**src/rtl/pgu_pkg.sv**
```systemverilog
package pgu_pkg;
  localparam int NPORT = 5;
  localparam int PW    = 3;
  localparam int NPOL  = 4;
  typedef logic [PW-1:0] port_t;
  localparam port_t P_XP  = 3'd0;
  localparam port_t P_XN  = 3'd1;
  localparam port_t P_YP  = 3'd2;
  localparam port_t P_YN  = 3'd3;
  localparam port_t P_LOC = 3'd4;
  typedef enum logic [1:0] {
    POL_STRAIGHT = 2'd0,
    POL_LATEST   = 2'd1,
    POL_FREQ     = 2'd2,
    POL_CUSTOM   = 2'd3
  } policy_t;

  function automatic port_t clamp_port(input logic [PW-1:0] p);
    return (int'(p) < NPORT) ? p : P_LOC;
  endfunction
endpackage

```
**src/rtl/pgu_history.sv**
```systemverilog
module pgu_history
  import pgu_pkg::*;
(
  input  logic  clk,
  input  logic  rst,
  input  logic  upd,
  input  port_t port_in,
  output port_t last_port,
  output logic  last_valid
);
  always_ff @(posedge clk) begin
    if (rst) begin
      last_port  <= P_XP;
      last_valid <= 1'b0;
    end else if (upd) begin
      last_port  <= port_in;
      last_valid <= 1'b1;
    end
  end

  // a report is captured on the next edge
  a_r3_capture: assert property (@(posedge clk) disable iff (rst)
    upd |=> (last_valid && last_port == $past(port_in)));
endmodule

```
**src/rtl/pgu_freq_table.sv**
```systemverilog
module pgu_freq_table
  import pgu_pkg::*;
#(
  parameter int CNT_W = 4
) (
  input  logic  clk,
  input  logic  rst,
  input  logic  upd,
  input  port_t prev_port,
  input  logic  prev_valid,
  input  port_t act_port,
  output port_t best_port,
  output logic  best_valid
);
  localparam logic [CNT_W-1:0] CNT_MAX = {CNT_W{1'b1}};

  logic [CNT_W-1:0] cnt_q [NPORT][NPORT];
  logic [CNT_W-1:0] best_cnt;

  always_ff @(posedge clk) begin
    if (rst) begin
      for (int i = 0; i < NPORT; i++)
        for (int j = 0; j < NPORT; j++)
          cnt_q[i][j] <= '0;
    end else if (upd && prev_valid && cnt_q[prev_port][act_port] != CNT_MAX) begin
      cnt_q[prev_port][act_port] <= cnt_q[prev_port][act_port] + 1'b1;
    end
  end

  // Row scan: strict greater-than keeps the lowest index on ties
  always_comb begin
    best_port = P_XP;
    best_cnt  = '0;
    for (int j = 0; j < NPORT; j++) begin
      if (cnt_q[prev_port][j] > best_cnt) begin
        best_cnt  = cnt_q[prev_port][j];
        best_port = port_t'(j);
      end
    end
    best_valid = prev_valid && (best_cnt != '0);
  end

  for (genvar gi = 0; gi < NPORT; gi++) begin : g_row
    for (genvar gj = 0; gj < NPORT; gj++) begin : g_col
      // counters never wrap downward
      a_r5_no_wrap: assert property (@(posedge clk) disable iff (rst)
        cnt_q[gi][gj] >= $past(cnt_q[gi][gj]));
    end
  end
endmodule

```
**src/rtl/pgu_adapt_sel.sv**
```systemverilog
module pgu_adapt_sel
  import pgu_pkg::*;
#(
  parameter int EPOCH_CYCLES = 10000
) (
  input  logic            clk,
  input  logic            rst,
  input  logic            upd,
  input  logic [NPOL-1:0] hit_vec,
  output policy_t         cur_pol
);
  localparam int EP_W  = (EPOCH_CYCLES > 1) ? $clog2(EPOCH_CYCLES) : 1;
  localparam int HIT_W = $clog2(EPOCH_CYCLES + 1);
  localparam logic [EP_W-1:0] EP_LAST = EP_W'(EPOCH_CYCLES - 1);

  logic [EP_W-1:0]  ep_cnt;
  logic [HIT_W-1:0] hits_q [NPOL];
  policy_t          best_pol;
  logic             ep_end;

  assign ep_end = (ep_cnt == EP_LAST);

  always_comb begin
    best_pol = cur_pol;
    for (int p = 0; p < NPOL; p++)
      if (hits_q[p] > hits_q[best_pol]) best_pol = policy_t'(p);
  end

  always_ff @(posedge clk) begin
    if (rst) begin
      ep_cnt  <= '0;
      cur_pol <= POL_STRAIGHT;
      for (int p = 0; p < NPOL; p++) hits_q[p] <= '0;
    end else if (ep_end) begin
      ep_cnt  <= '0;
      cur_pol <= best_pol;
      for (int p = 0; p < NPOL; p++) hits_q[p] <= '0;
    end else begin
      ep_cnt <= ep_cnt + 1'b1;
      for (int p = 0; p < NPOL; p++)
        if (upd && hit_vec[p]) hits_q[p] <= hits_q[p] + 1'b1;
    end
  end

  // policy changes only at a window boundary
  a_r9_switch_at_epoch: assert property (@(posedge clk) disable iff (rst)
    (cur_pol != $past(cur_pol)) |-> ($past(ep_cnt) == EP_LAST));

  for (genvar gp = 0; gp < NPOL; gp++) begin : g_hit
    // at most one hit per cycle within the window
    a_r8_hit_bound: assert property (@(posedge clk) disable iff (rst)
      HIT_W'(ep_cnt) >= hits_q[gp]);
  end
endmodule

```
**src/rtl/port_guess_unit.sv**
```systemverilog
module port_guess_unit
  import pgu_pkg::*;
#(
  parameter int EPOCH_CYCLES = 10000,
  parameter int CNT_W        = 4
) (
  input  logic       clk,
  input  logic       rst,
  input  logic       chan_idle,
  input  logic [2:0] in_dir,
  input  logic       route_done,
  input  logic [2:0] route_port,
  input  logic [1:0] pol_sel,
  input  logic       adapt_en,
  input  logic [2:0] custom_port,
  output logic [2:0] pred_port,
  output logic       pred_valid
);
  port_t   act_port, last_port, freq_port;
  logic    last_valid, freq_valid;
  port_t   guess [NPOL];
  logic [NPOL-1:0] hit_vec;
  policy_t auto_pol, use_pol;

  assign act_port = clamp_port(route_port);

  pgu_history u_hist (
    .clk(clk), .rst(rst), .upd(route_done), .port_in(act_port),
    .last_port(last_port), .last_valid(last_valid)
  );

  pgu_freq_table #(.CNT_W(CNT_W)) u_freq (
    .clk(clk), .rst(rst), .upd(route_done),
    .prev_port(last_port), .prev_valid(last_valid), .act_port(act_port),
    .best_port(freq_port), .best_valid(freq_valid)
  );

  always_comb begin
    guess[POL_STRAIGHT] = clamp_port(in_dir);
    guess[POL_LATEST]   = last_valid ? last_port : clamp_port(in_dir);
    guess[POL_FREQ]     = freq_valid ? freq_port : clamp_port(in_dir);
    guess[POL_CUSTOM]   = clamp_port(custom_port);
  end

  for (genvar gp = 0; gp < NPOL; gp++) begin : g_hitv
    assign hit_vec[gp] = (guess[gp] == act_port);
  end

  pgu_adapt_sel #(.EPOCH_CYCLES(EPOCH_CYCLES)) u_sel (
    .clk(clk), .rst(rst), .upd(route_done), .hit_vec(hit_vec), .cur_pol(auto_pol)
  );

  assign use_pol = adapt_en ? auto_pol : policy_t'(pol_sel);

  always_ff @(posedge clk) begin
    if (rst) begin
      pred_port  <= P_XP;
      pred_valid <= 1'b0;
    end else begin
      pred_port  <= guess[use_pol];
      pred_valid <= chan_idle;
    end
  end

  // no prediction while the channel is busy
  a_r1_busy_gate: assert property (@(posedge clk) disable iff (rst)
    !chan_idle |=> !pred_valid);
  // output always a legal port code
  a_r2_port_range: assert property (@(posedge clk) disable iff (rst)
    int'(pred_port) < NPORT);
endmodule

```
**config.mk**
```make
export PLATFORM = sky130hd
export DESIGN_NAME = port_guess_unit
export DESIGN_NICKNAME = d
export VERILOG_FILES = /design/src/rtl/pgu_pkg.sv /design/src/rtl/pgu_history.sv /design/src/rtl/pgu_freq_table.sv /design/src/rtl/pgu_adapt_sel.sv /design/src/rtl/port_guess_unit.sv
export SDC_FILE = /design/constraint.sdc
export NUM_CORES = 1
export LEC_CHECK = 0
export BUFFER_PORTS_ARGS = -buffer_cell sky130_fd_sc_hd__buf_2
export CORE_ASPECT_RATIO = 0.5
export CORE_MARGIN = 10
export CORE_UTILIZATION = 40
export CTS_CLUSTER_DIAMETER = 30
export CTS_CLUSTER_SIZE = 28
export DETAILED_ROUTE_END_ITERATION = 6
export PLACE_DENSITY_LB_ADDON = 0.25
export SLEW_MARGIN = 20
export SYNTH_ARGS = -nofsm -noshare
export SYNTH_HDL_FRONTEND = slang
export SYNTH_HIERARCHICAL = 1
export SYNTH_SLANG_ARGS = --single-unit
```
**constraint.sdc**
```tcl
create_clock -name clk -period 8.4 [get_ports clk]
set_input_delay 0.42 -clock clk [delete_from_list [all_inputs] [get_ports clk]]
set_output_delay 0.42 -clock clk [all_outputs]
set_load 0.02 [all_outputs]
```
Word level (Yosys, flattened, before mapping)

Memory sizes are Yosys's and may differ from the RTL's. A register that Yosys moved wholly into a read port is not among the register bits.
Index checks and enable logic that the tools add are counted.

Bits in registers: 24
Bits in writable memories: 156
Input bits: 16
Output and inout bits: 4
Word-level logic and storage cells: 122
Memories kept: 2

Add/sub/neg operators: 6
$lt $le $gt $ge: 15
Eq/ne operators: 6
Multiplexer cells: 66
Bitwise logic cells: 10
Reductions and logical operators: 11

Memories:

| name         | depth | bits a word | rd ports | clocked after Yosys merged registers in | wr ports | RTL line             | RTL |
|---|---|---|---|---|---|---|---|
| u_freq.cnt_q | 5     | 20          | 1        | 1                                       | 5        | pgu_freq_table.sv:17 | `logic [CNT_W-1:0] cnt_q [NPORT][NPORT];` |
| u_sel.hits_q | 4     | 14          | 8        | 1                                       | 4        | pgu_adapt_sel.sv:17  | `logic [HIT_W-1:0] hits_q [NPOL];` |

Operator list:

| cell                  | count |
|---|---|
| $mux 14               | 8 |
| $add 14x1->14 const B | 5 |
| $mux 20               | 3 |
| $gt 14x14->1          | 4 |
| $mux 3                | 11 |
| $mux 4                | 8 |
| $mux 1                | 24 |
| $reduce_or 20->1      | 1 |
| $mux 2                | 9 |
| $gt 4x4->1            | 4 |
| $eq 14x14->1 const B  | 1 |
| $bmux 4 s3            | 1 |
| $demux 4 s3           | 1 |
| $eq 3x3->1            | 4 |
| $lt 3x3->1 const B    | 3 |
| $logic_and 1x1->1     | 8 |
| $or 1x1->1            | 8 |
| $bmux 3 s2            | 1 |
| $add 4x1->4 const B   | 1 |
| $ge 4x4->1 const B    | 1 |
| $gt 4x1->1 const B    | 1 |
| $lt 4x1->1 const B    | 1 |
| $ne 4x4->1 const B    | 1 |
| $not 3->4             | 1 |
| 4 further kinds       | 4 |

Logic depth before layout (Yosys ltp)

Gate-level depths: netlist of run 1.

Depth in word-level cells: 20
Gate-level depth with buffers: 47
Depth with buffers taken out: 43

Modules after synthesis

The synthesis of run 1 kept the hierarchy.

Modules (own cells, without submodules):

| module          | times used | cells an instance | area each (um^2) | seq. area each (um^2) |
|---|---|---|---|---|
| pgu_freq_table  | 1          | 582               | 8012.7           | 4804.6 |
| pgu_adapt_sel   | 1          | 729               | 6451.2           | 1901.8 |
| port_guess_unit | 1          | 70                | 529.3            | 80.1 |
| pgu_history     | 1          | 12                | 128.9            | 80.1 |

Worst setup path before layout of run 1

OpenSTA, ideal clock, no wires.

Path type: register to register
From: reg u_hist.last_port[0]
To: mem u_sel/hits_q[2][11] (netlist bit)
Setup time: 0.070 ns
Data arrival time: 8.791 ns
Required time: 8.330 ns
Slack: -0.461 ns
Stages on the path, launching flop included: 44
Path buffers: 6
Period minus slack after synthesis: 8.861 ns
Cell sequence: dfxtp_1 > buf_6 > buf_2 > buf_4 > mux4_2 > mux2_2 > ha_1 > nand4b_1 > and3_1 > nor2_1 > mux2_2 > inv_1 > ha_1 > nand2_1 > o31a_1 > a311o_1 > buf_2 > a21oi_1 > (+8 left out) > ha_1 > o21ai_0 > nand2b_1 > a21oi_1 > a41oi_1 > or2_2 > o31a_1 > buf_2 > o211ai_1 > o31ai_1 > o31ai_1 > and2_1 > clkbuf_1 > o41ai_1 > a21oi_1 > nand4_1 > or3_1 > a21oi_1

RTL lines:

| item                   | RTL line            | RTL |
|---|---|---|
| from (decl)            | pgu_history.sv:8    | `output port_t last_port,` |
| from (signal assigned) | pgu_history.sv:16   | `last_port <= port_in;` |
| to (decl)              | pgu_adapt_sel.sv:17 |  |

==> out/qor.txt, run 1 <==
Max stage delay on crit path - 0.50 ns
Syn Nets - 1484
Leakage - 6.851 nW
warnings from Yosys - 6
Data required, critical path - 8.86 ns
Ports - 20
H-tree depth - 2
post-synthesis cell type count - 91
Rel. slew slack - 0.3311
RSZ-0062 raised after global routing - yes
routed wl met2 - 21010 um
CTS Sinks - 242
fin. max-slew vios - 0
Post-Synth Adder-Cell Area - 0.06206
Rows - 50
Worst R2R Setup Slack - 0.11 ns
Syn-to-layout area delta - 22.41%
clock share of power - 0.407
DRC Markers - 0
Worst-Skew Late Latency - 0.55 ns
Worst-path clk slew - 0.06 ns
Chip Width - 295.0 um
clk buf depth - 3
Post-DP Area - 16560 um^2
first-pass GRT wire length - 68260 um
Most common cell on crit path - a21oi_2
CP startpoint - u_hist/last_port[0]
post-synthesis sequential area ratio - 0.4541
Max-Cap Viols - 0
period utilization - 0.9874
WL met1 - 18120 um
final hold vios - 0
vias - 11900
PwrDens - 210.4 nW/um^2
number of global-route vias before repair - 12150
Internal - 2.736 mW
worst min-delay path class - in2reg
commonest non-fill, non-tap cell in the layout - edfxtp_1
sequential share of power - 0.349
Syn Inst Count - 1393
drt total wl - 43650 um
final net count - 1631
Compound-Gate Fraction of Synth Area - 0.1049
multiplexer share of the synthesized area - 0.1289
post-route cell area - 18510 um^2
antenna cell count - 0
GRT Residual Overflow - 0
Final Critical Period - 8.294 ns
Net Sw Power - 1.160 mW
Mean Syn Cell Area - 10.86 um^2
maximum fanout along the worst path - 7
# setup viols final - 0
TNS Setup - 0 ns
fraction of layout cells with a size suffix above 1 - 0.2624
xor/xnor share of the synthesized area - 0.03649
Final ANT Viol Nets - 0
most frequent cells in the layout - edfxtp_1, nor2_1, buf_4
initial antenna violation count - 0
total power - 3.895 mW
CTS tree - built
GPL Wtd Cong - 0.9368
Max VDD drop - 0.0001295 V
GRT Util Overall - 0.1869
DRT iter0 DRCs - 1094
Starting Density - 0.4049
core area - 37350 um^2
Hold Startpoint - chan_idle
DR top layer - met4
I/O Buffers - 19
drt wl/cell - 21.15 um
die extent in y - 157.5 um
switching part of the total power - 0.2977
fmax - 0.1206 GHz
die area - 46450 um^2
clk root buf - clkbuf_16
drt pass-1 iters - 7
Startpoint Class - register
asr flop ratio synth - 0
worst path arrival time - 8.75 ns
critical path's top delay family - compound AO/OA/AOI/OAI gates
post-synthesis register bit count - 242
main flop type after synthesis - edfxtp_1
final worst clock skew - 0.02934 ns
worst slew pin tran - 0.9944 ns
Crit path buffers/inverters - 6
simple logic cell fraction of the synthesized area - 0.1747
Num CTS Buffers - 38
main combinational cell family by area after synthesis - simple AND/OR/NAND/NOR gates
Logic pwr share - 0.245
Final Core Density - 0.4956
CP endpoint kind - register
R2R Path Start - u_hist/last_port[0]
met3 wire length - 2686 um
slowest stage cell on the critical path - mux4_2
Post-synth EDFFs - 202
largest net degree at the start of global routing - 43
hpwl dp - 31590 um
mapped cell area - 15120 um^2
status - complete, no violations
Vias/cell - 5.766
WS Path Type - reg2reg
[synthesized netlist by cell type, drive strengths merged, types with 13 or more instances]
cell    count  area [um^2]
nand3      47        235.2
clkbuf     33        123.9
dfxtp      40        800.8
ha         75        938.4
xor2       37        324.1
and3       15        98.84
xnor2      26        227.7
nor3       32        181.4
buf        35        246.5
a21o       14        105.1
mux2i      42        432.9
nand2     122        465.5
a21oi      63        322.8
nand2b     42        265.3
inv        58        217.7
mux4       55         1265
o21ai      27        138.9
or3        18        112.6
o32a       13        131.4
edfxtp    202         6066
nor2      204        773.2
mux2       22        251.5
nand4      23        156.4
[layout make-up]
| class | count | area (um^2) |
|---|---|---|
| fillers | 3227 | 18840 |
| multi-input cells | 1025 | 8102 |
| flip-flops and latches | 242 | 6874 |
| repair buffers | 175 | 1384 |
| clock buffers | 42 | 987.2 |
| well taps | 494 | 618.1 |
| clock inverters | 28 | 325.3 |
| inverters | 58 | 220.2 |
[per-stage QoR]
stage,cells,hold slack (ns),worst slack (ns)
after detailed placement,1969,0.4632,-0.5072
after CTS,2046,0.07291,0.005329
after global routing,2064,0.1074,-0.2300
after global placement,1969,0.4450,-0.1184
final,2064,0.08694,0.1059
after floorplan,1393,0.4298,0.004054
[layer usage]
layer,GRT usage,vias up
li1,-,5522
met1,0.2276,5886
met2,0.3186,382
met3,0.03782,110
met4,0.08222,0
met5,0,-
[power groups by stage]
| stage | clock network, mW | logic (mW) | registers (mW) |
|---|---|---|---|
| final | 1.58 | 0.953 | 1.36 |
| after global routing | 1.67 | 1.02 | 1.36 |
| after CTS | 1.62 | 0.795 | 1.36 |
| after detailed placement | 0 | 0.756 | 1.38 |
| after global placement | 0 | 0.726 | 1.38 |
| after floorplan | 0 | 0.521 | 1.38 |
[final timing paths]
check | endpoint | cells past startpoint
max | u_sel/hits_q[2][11] | 44
min | pred_valid | 2
max reg2reg | u_sel/hits_q[2][11] | 44
min reg2reg | u_sel/ep_cnt[0] | 1
[flip-flops by register name, indices dropped and copies added (netlist names), named ones only]
signal,cells
u_freq/cnt_q,160
u_sel/hits_q,56
u_sel/ep_cnt,14
pred_port,3
u_hist/last_port,3
u_sel/cur_pol,2
pred_valid,1
u_hist/last_valid,1
[cell families (layout without fill, tap and decap cells)]
logic type,after synthesis,after routing
AOI/OAI and AO/OA,218,218
xor gates and xnor gates,63,63
adders and majority gates,75,75
buffers and inverters,126,303
DFF,242,242
muxes,119,119
and+or+nand+nor,550,550
[timing repair]
action / CTS / global route
hold buffers: 0 / 0
setup endpoints to repair: 9 / 15
pin swaps: 6 / 32
gates resized for setup: 16 / 71
setup buffers: 7 / 18
(Power assumes the default switching activity.)
==> inputs of run 2 (changes only) <==
--- a/config.mk
+++ b/config.mk
@@ -5,14 +5,15 @@
 export SDC_FILE = /design/constraint.sdc
 export NUM_CORES = 1
 export LEC_CHECK = 0
-export BUFFER_PORTS_ARGS = -buffer_cell sky130_fd_sc_hd__buf_2
 export CORE_ASPECT_RATIO = 0.5
 export CORE_MARGIN = 10
 export CORE_UTILIZATION = 40
-export CTS_CLUSTER_DIAMETER = 30
+export CTS_CLUSTER_DIAMETER = 200
 export CTS_CLUSTER_SIZE = 28
 export DETAILED_ROUTE_END_ITERATION = 6
+export DONT_BUFFER_PORTS = 1
 export PLACE_DENSITY_LB_ADDON = 0.25
+export SKIP_LAST_GASP = 1
 export SLEW_MARGIN = 20
 export SYNTH_ARGS = -nofsm -noshare
 export SYNTH_HDL_FRONTEND = slang
==> run 2 against run 1 <==
Effect of this change:
- critical path depth shrank 4
- maximum frequency grew 0.98%
- clock power shrank 57%
- hold slack lost 0.059 ns
- core utilization shrank 2.6 points
- first-iteration DRC count shrank 6.8%
- non-clock buffer count shrank 13
- highest routed layer unchanged
- combinational power shrank 8.9%
- final cell count shrank 3.0%
- design area shrank 5.2%
- sequential power is essentially flat
- count of clock-buffer cells in the layout shrank 24
==> out/qor.txt, run 2 (synthesized netlist as in run 1, its figures left out) <==
clk root buf - clkbuf_16
I/O Buffers - 0 (-19)
Most common cell on crit path - a21oi_2
R2R Path Start - u_hist/last_port[1]
antenna cell count - 0 (unchanged)
GRT Residual Overflow - 0 (unchanged)
most frequent cells in the layout - edfxtp_1, nor2_1, buf_4
Leakage - 6.351 nW (-7.3%)
vias - 11930 (+0.25%)
final worst clock skew - 0.02321 ns (-0.006129 ns)
final net count - 1593 (-2.3%)
PwrDens - 165.1 nW/um^2 (-22%)
worst path arrival time - 8.61 ns (-0.14 ns)
drt pass-1 iters - 5 (-2)
FILL cells - 3307 (+2.5%)
Startpoint Class - register
first-pass GRT wire length - 67040 um (-1.8%)
die extent in y - 157.5 um (unchanged)
initial antenna violation count - 0 (unchanged)
Worst-path clk slew - 0.13 ns (+0.07 ns)
flip-flop count of the largest register, all copies and words added - 160 (unchanged)
CTS tree - built
H-tree depth - 1 (-1)
Starting Density - 0.4049 (unchanged)
multi-input logic area - 8185 um^2 (+1.0%)
fraction of layout cells with a size suffix above 1 - 0.2381 (-0.02436)
Final ANT Viol Nets - 0 (unchanged)
final cell count without fillers - 2002 (-3.0%)
Largest Register - u_freq/cnt_q
post-route cell area - 17560 um^2 (-5.2%)
GPL Wtd Cong - 0.9408 (+0.43%)
fmax - 0.1218 GHz (+0.98%)
DRC Markers - 0 (unchanged)
Data required, critical path - 8.79 ns (-0.07 ns)
largest net degree at the start of global routing - 34 (-21%)
sequential cell area - 6873 um^2 (about the same)
Ports - 20 (unchanged)
core area - 37350 um^2 (unchanged)
worst slew pin tran - 1.220 ns (+0.2255 ns)
status - complete, no violations
crit path to - u_sel/hits_q[2][12]
fin. max-slew vios - 0 (unchanged)
clk buf depth - 3 (unchanged)
Max stage delay on crit path - 0.55 ns (+0.05 ns)
# setup viols final - 0 (unchanged)
Max-Cap Viols - 0 (unchanged)
CTS Sinks - 242 (unchanged)
WS Path Type - reg2reg
CP startpoint - u_hist/last_port[1]
Reg2Reg Capture Point - u_sel/hits_q[2][12]
worst min-delay path class - in2reg
period utilization - 0.9778 (-0.009630)
worst setup margin - 0.1868 ns (+0.08089 ns)
Num CTS Buffers - 12 (-68%)
CP endpoint kind - register
Max VDD drop - 0.0001121 V (-13%)
DRT iter0 DRCs - 1020 (-6.8%)
Post-DP Area - 16390 um^2 (-1.0%)
Top Registers - u_freq/cnt_q x160, u_sel/hits_q x56, u_sel/ep_cnt x14
final hold vios - 0 (unchanged)
drt total wl - 44050 um (+0.92%)
Worst R2R Setup Slack - 0.19 ns (+0.08 ns)
drt wl/cell - 22.00 um (+4.0%)
pre-CTS setup slack - -0.2358 ns (+0.2714 ns)
Hold Worst Slack - 0.02796 ns (-0.05899 ns)
hpwl dp - 31510 um (-0.24%)
maximum fanout along the worst path - 7 (unchanged)
Worst-Skew Late Latency - 0.51 ns (-0.04 ns)
RSZ-0062 raised after global routing - yes
Rel. slew slack - 0.1805 (-0.1506)
number of global-route vias before repair - 11670 (-4.0%)
Syn-to-layout area delta - 16.09%
commonest non-fill, non-tap cell in the layout - edfxtp_1
GRT Util Overall - 0.1835 (-0.003357)
Final Critical Period - 8.213 ns (-0.08089 ns)
die area - 46450 um^2 (unchanged)
Vias/cell - 5.959 (+3.4%)
reg2reg path depth - 40 (-9.1%)
slowest stage cell on the critical path - mux4_2
Rows - 50 (unchanged)
placed insts - 1945 (-1.2%)
Chip Width - 295.0 um (unchanged)
TNS Setup - 0 ns (unchanged)
[run 2: cell types whose count changed in the layout (fill, tap and decap cells not counted), moves of 4 or more]
| cell | previous run | this run |
|---|---|---|
| buf_4 | 142 | 151 |
| clkbuf_16 | 39 | 12 |
| a21oi_2 | 9 | 13 |
| mux2i_1 | 36 | 31 |
| clkinv_8 | 5 | 1 |
| buf_2 | 19 | 0 |
| clkinv_4 | 4 | 0 |
| clkinvlp_4 | 4 | 0 |
| inv_6 | 4 | 0 |
| mux2i_2 | 2 | 6 |
[run 2: per-layer routing]
layer / vias up / track usage / wire length [um]
met5: - / 0 / 0
met4: 0 / 0.07497 / 1833
met3: 95 / 0.02264 / 2284
met2: 449 / 0.3247 / 21870
met1: 5971 / 0.2252 / 18060
li1: 5415 / - / -
[run 2: what timing repair did]
item / in CTS / in global routing
hold buffers: 1 / 0
resized for setup: 8 / 91
endpoints found under the setup margin: 11 / 15
buffers inserted: 5 / 30
pin swaps: 5 / 43
endpoints found under the hold margin: 11 / 0
cloned: 1 / 0
[run 2: stage by stage]
| stage | power, mW | utilization |
|---|---|---|
| 5_1_grt | 3.030 | 0.4701 |
| 3_3_place_gp | 2.094 | 0.4388 |
| 4_1_cts | 2.802 | 0.4512 |
| 6_report | 2.898 | 0.4701 |
| 2_1_floorplan | 1.902 | - |
| 3_5_place_dp | 2.115 | 0.4388 |
[run 2: worst min path at each step]
| stage | from | to | slack [ns] | cells past startpoint |
|---|---|---|---|---|
| finish | route_done | u_hist/last_valid | 0.03 | 2 |
| global route | route_done | u_hist/last_valid | 0.003 | 2 |
| global placement | u_sel/ep_cnt[0] | u_sel/ep_cnt[0] | 0.45 | 1 |
| detailed placement | u_sel/ep_cnt[0] | u_sel/ep_cnt[0] | 0.46 | 1 |
| floorplan | u_sel/ep_cnt[0] | u_sel/ep_cnt[0] | 0.43 | 1 |
| CTS | route_done | u_hist/last_valid | 0.006 | 2 |
[run 2: power breakdown]
group	switching (mW)	internal, mW	total (mW)	leakage (nW)
Combinational	0.455	0.413	0.868	3.83
Clock	0.394	0.278	0.672	0.168
Sequential	0.0266	1.33	1.36	2.35
Total	0.875	2.02	2.90	6.35
[run 2: area by class of cell]
cell class,count,share of cell area
clock inverters,2,0.001568
repair buffers,162,0.07455
flip-flops and latches,242,0.3915
multi-input cells,1026,0.4663
well taps,494,0.03521
inverters,58,0.01254
clock buffers,18,0.01839
[run 2: critical path: cells and delay by family (launching register included)]
family                   cells  cell delay [ns]
multiplexers                 5             1.62
AND/OR/NAND/NOR             12             1.86
flip-flops                   1             0.40
XOR/XNOR                     1             0.16
adder cells (fa/ha/maj)      4             1.08
AO/OA/AOI/OAI               14             2.51
buffers and inverters        4             0.46
==> inputs of run 3 (changes only) <==
--- a/config.mk
+++ b/config.mk
@@ -13,6 +13,7 @@
 export DETAILED_ROUTE_END_ITERATION = 6
 export DONT_BUFFER_PORTS = 1
 export PLACE_DENSITY_LB_ADDON = 0.25
+export SETUP_SLACK_MARGIN = 0.4
 export SKIP_LAST_GASP = 1
 export SLEW_MARGIN = 20
 export SYNTH_ARGS = -nofsm -noshare
==> constraint.sdc (replaced) <==
create_clock -name clk -period 8.98 [get_ports clk]
set_input_delay 0.449 -clock clk [delete_from_list [all_inputs] [get_ports clk]]
set_output_delay 0.449 -clock clk [all_outputs]
set_load 0.02 [all_outputs]
==> run 3 against run 2 <==
Effect of this change:
- maximum frequency is 3.0% lower
- final cell count is 2.2% lower
- core utilization is 1.2 points lower
- sequential cell count stayed put
- clock skew is 0.0045 ns higher
- combinational power is 6.2% lower
- clock power is 5.8% lower
- via count is 2.4% lower
- non-clock buffer count is 44 lower
- global-route usage is 0.42 points lower
- sequential power is 7% lower
- count of clock-buffer cells in the layout stayed put
- critical endpoint is now u_sel/hits_q[2][8]
- highest routed layer unchanged
==> out/qor.txt, run 3 (synthesized netlist as in run 1, its figures left out) <==
status - complete, no violations
Max-Cap Viols - 0 (unchanged)
switching part of the total power - 0.3061 (+0.003996)
Ports - 20 (unchanged)
worst min-delay path class - in2reg
fmax - 0.1181 GHz (-3.0%)
vias - 11650 (-2.4%)
die extent in y - 157.5 um (unchanged)
Final Critical Period - 8.465 ns (+0.2514 ns)
final hold vios - 0 (unchanged)
antenna cell count - 0 (unchanged)
DRT iter0 DRCs - 1200 (+18%)
GRT Util Overall - 0.1794 (-0.004178)
GRT Residual Overflow - 0 (unchanged)
final net count - 1549 (-2.8%)
GPL Wtd Cong - 0.9334 (-0.79%)
worst path arrival time - 8.85 ns (+0.24 ns)
Internal - 1.888 mW (-6.6%)
maximum fanout along the worst path - 8 (+1)
H-tree depth - 1 (unchanged)
fraction of layout cells with a size suffix above 1 - 0.2049 (-0.03315)
Starting Density - 0.4049 (unchanged)
Logic pwr share - 0.299 (about the same)
Final Core Density - 0.4584 (-0.01162)
sequential share of power - 0.468 (about the same)
Leakage - 6.101 nW (-3.9%)
# setup viols final - 0 (unchanged)
commonest non-fill, non-tap cell in the layout - edfxtp_1
Max VDD drop - 0.0001001 V (-11%)
Top Registers - u_freq/cnt_q x160, u_sel/hits_q x56, u_sel/ep_cnt x14
sequential cell area - 6874 um^2 (about the same)
DRC Markers - 0 (unchanged)
period utilization - 0.9426 (-0.03515)
flip-flop count of the largest register, all copies and words added - 160 (unchanged)
Startpoint Class - register
final worst clock skew - 0.02767 ns (+0.004467 ns)
first-pass GRT wire length - 65430 um (-2.4%)
fin. max-slew vios - 0 (unchanged)
drt wl/cell - 22.11 um (+0.48%)
slowest stage cell on the critical path - mux4_2
largest net degree at the start of global routing - 34 (unchanged)
PwrDens - 158.9 nW/um^2 (-3.7%)
clk buf depth - 3 (unchanged)
WS Path Type - reg2reg
hpwl dp - 30860 um (-2.1%)
drt total wl - 43290 um (-1.7%)
initial antenna violation count - 0 (unchanged)
most frequent cells in the layout - edfxtp_1, nor2_1, nand2_1
Worst-path clk slew - 0.12 ns (about the same)
Crit path buffers/inverters - 7 (+3)
RSZ-0062 raised after global routing - no
Net Sw Power - 0.8329 mW (-4.9%)
worst slew pin tran - 0.9453 ns (-0.2746 ns)
CTS Sinks - 242 (unchanged)
I/O Buffers - 0 (unchanged)
Max stage delay on crit path - 0.51 ns (-0.04 ns)
Worst-Skew Late Latency - 0.53 ns (+0.02 ns)
clock share of power - 0.233 (about the same)
number of global-route vias before repair - 11280 (-3.3%)
Largest Register - u_freq/cnt_q
multi-input logic area - 8099 um^2 (-1.1%)
CP endpoint kind - register
Chip Width - 295.0 um (unchanged)
Num CTS Buffers - 12 (unchanged)
Syn-to-layout area delta - 13.22%
clk root buf - clkbuf_16
Rows - 50 (unchanged)
Data required, critical path - 9.37 ns (+0.58 ns)
FILL cells - 3359 (+1.6%)
die area - 46450 um^2 (unchanged)
core area - 37350 um^2 (unchanged)
total power - 2.721 mW (-6.1%)
critical path's top delay family - compound AO/OA/AOI/OAI gates
CTS tree - built
Rel. slew slack - 0.3642 (+0.1837)
Vias/cell - 5.948 (-0.19%)
Final ANT Viol Nets - 0 (unchanged)
drt pass-1 iters - 5 (unchanged)
TNS Setup - 0 ns (unchanged)
run 3: worst paths after layout:
check / from / endpoint / depth (start not counted) / slack [ns]
max: u_hist/last_port[0] / u_sel/hits_q[2][8] / 45 / 0.52
min: route_done / u_hist/last_valid / 2 / 0.05
max reg2reg: u_hist/last_port[0] / u_sel/hits_q[2][8] / 45 / 0.52
min reg2reg: u_sel/ep_cnt[0] / u_sel/ep_cnt[0] / 1 / 0.48
run 3: per-stage QoR:
stage	instances	setup WS (ns)	hold slack (ns)	instance area, um^2
6_report	1958	0.5154	0.05269	17120
5_1_grt	1958	0.2547	0.03262	17120
4_1_cts	1929	0.3801	0.03531	16570
3_5_place_dp	1894	-0.1720	0.4612	15970
3_3_place_gp	1894	0.1070	0.4452	15960
2_1_floorplan	1393	0.4058	0.4298	15130
run 3: area by class of cell:
| cell class | count | share of cell area |
|---|---|---|
| Clock buffer | 18 | 0.01885 |
| Clock inverter | 2 | 0.001608 |
| Tap cell | 494 | 0.03610 |
| Timing Repair Buffer | 118 | 0.05605 |
| Inverter | 58 | 0.01286 |
| Multi-Input combinational cell | 1026 | 0.4730 |
| Sequential cell | 242 | 0.4015 |
run 3: power by group through the flow:
stage	Sequential (mW)	Clock (mW)	Combinational (mW)
2_1_floorplan	1.29	0	0.465
3_3_place_gp	1.30	0	0.604
3_5_place_dp	1.30	0	0.620
4_1_cts	1.27	0.653	0.669
6_report	1.27	0.633	0.814
5_1_grt	1.28	0.688	0.875
run 3: repair_timing:
item	4_1_cts	5_1_grt
gates cloned	0	1
endpoints found under the setup margin	13	16
resized for setup	26	66
buffers inserted	14	28
hold endpoints to repair	11	0
hold buffers	1	0
pin swaps	7	28
run 3: per-layer routing:
metal,vias to the layer above,share of wire,track usage
li1,5333,-,-
met1,5754,0.43,0.2305
met2,451,0.47,0.3014
met3,108,0.064,0.02939
met4,0,0.040,0.06675
met5,-,0,0
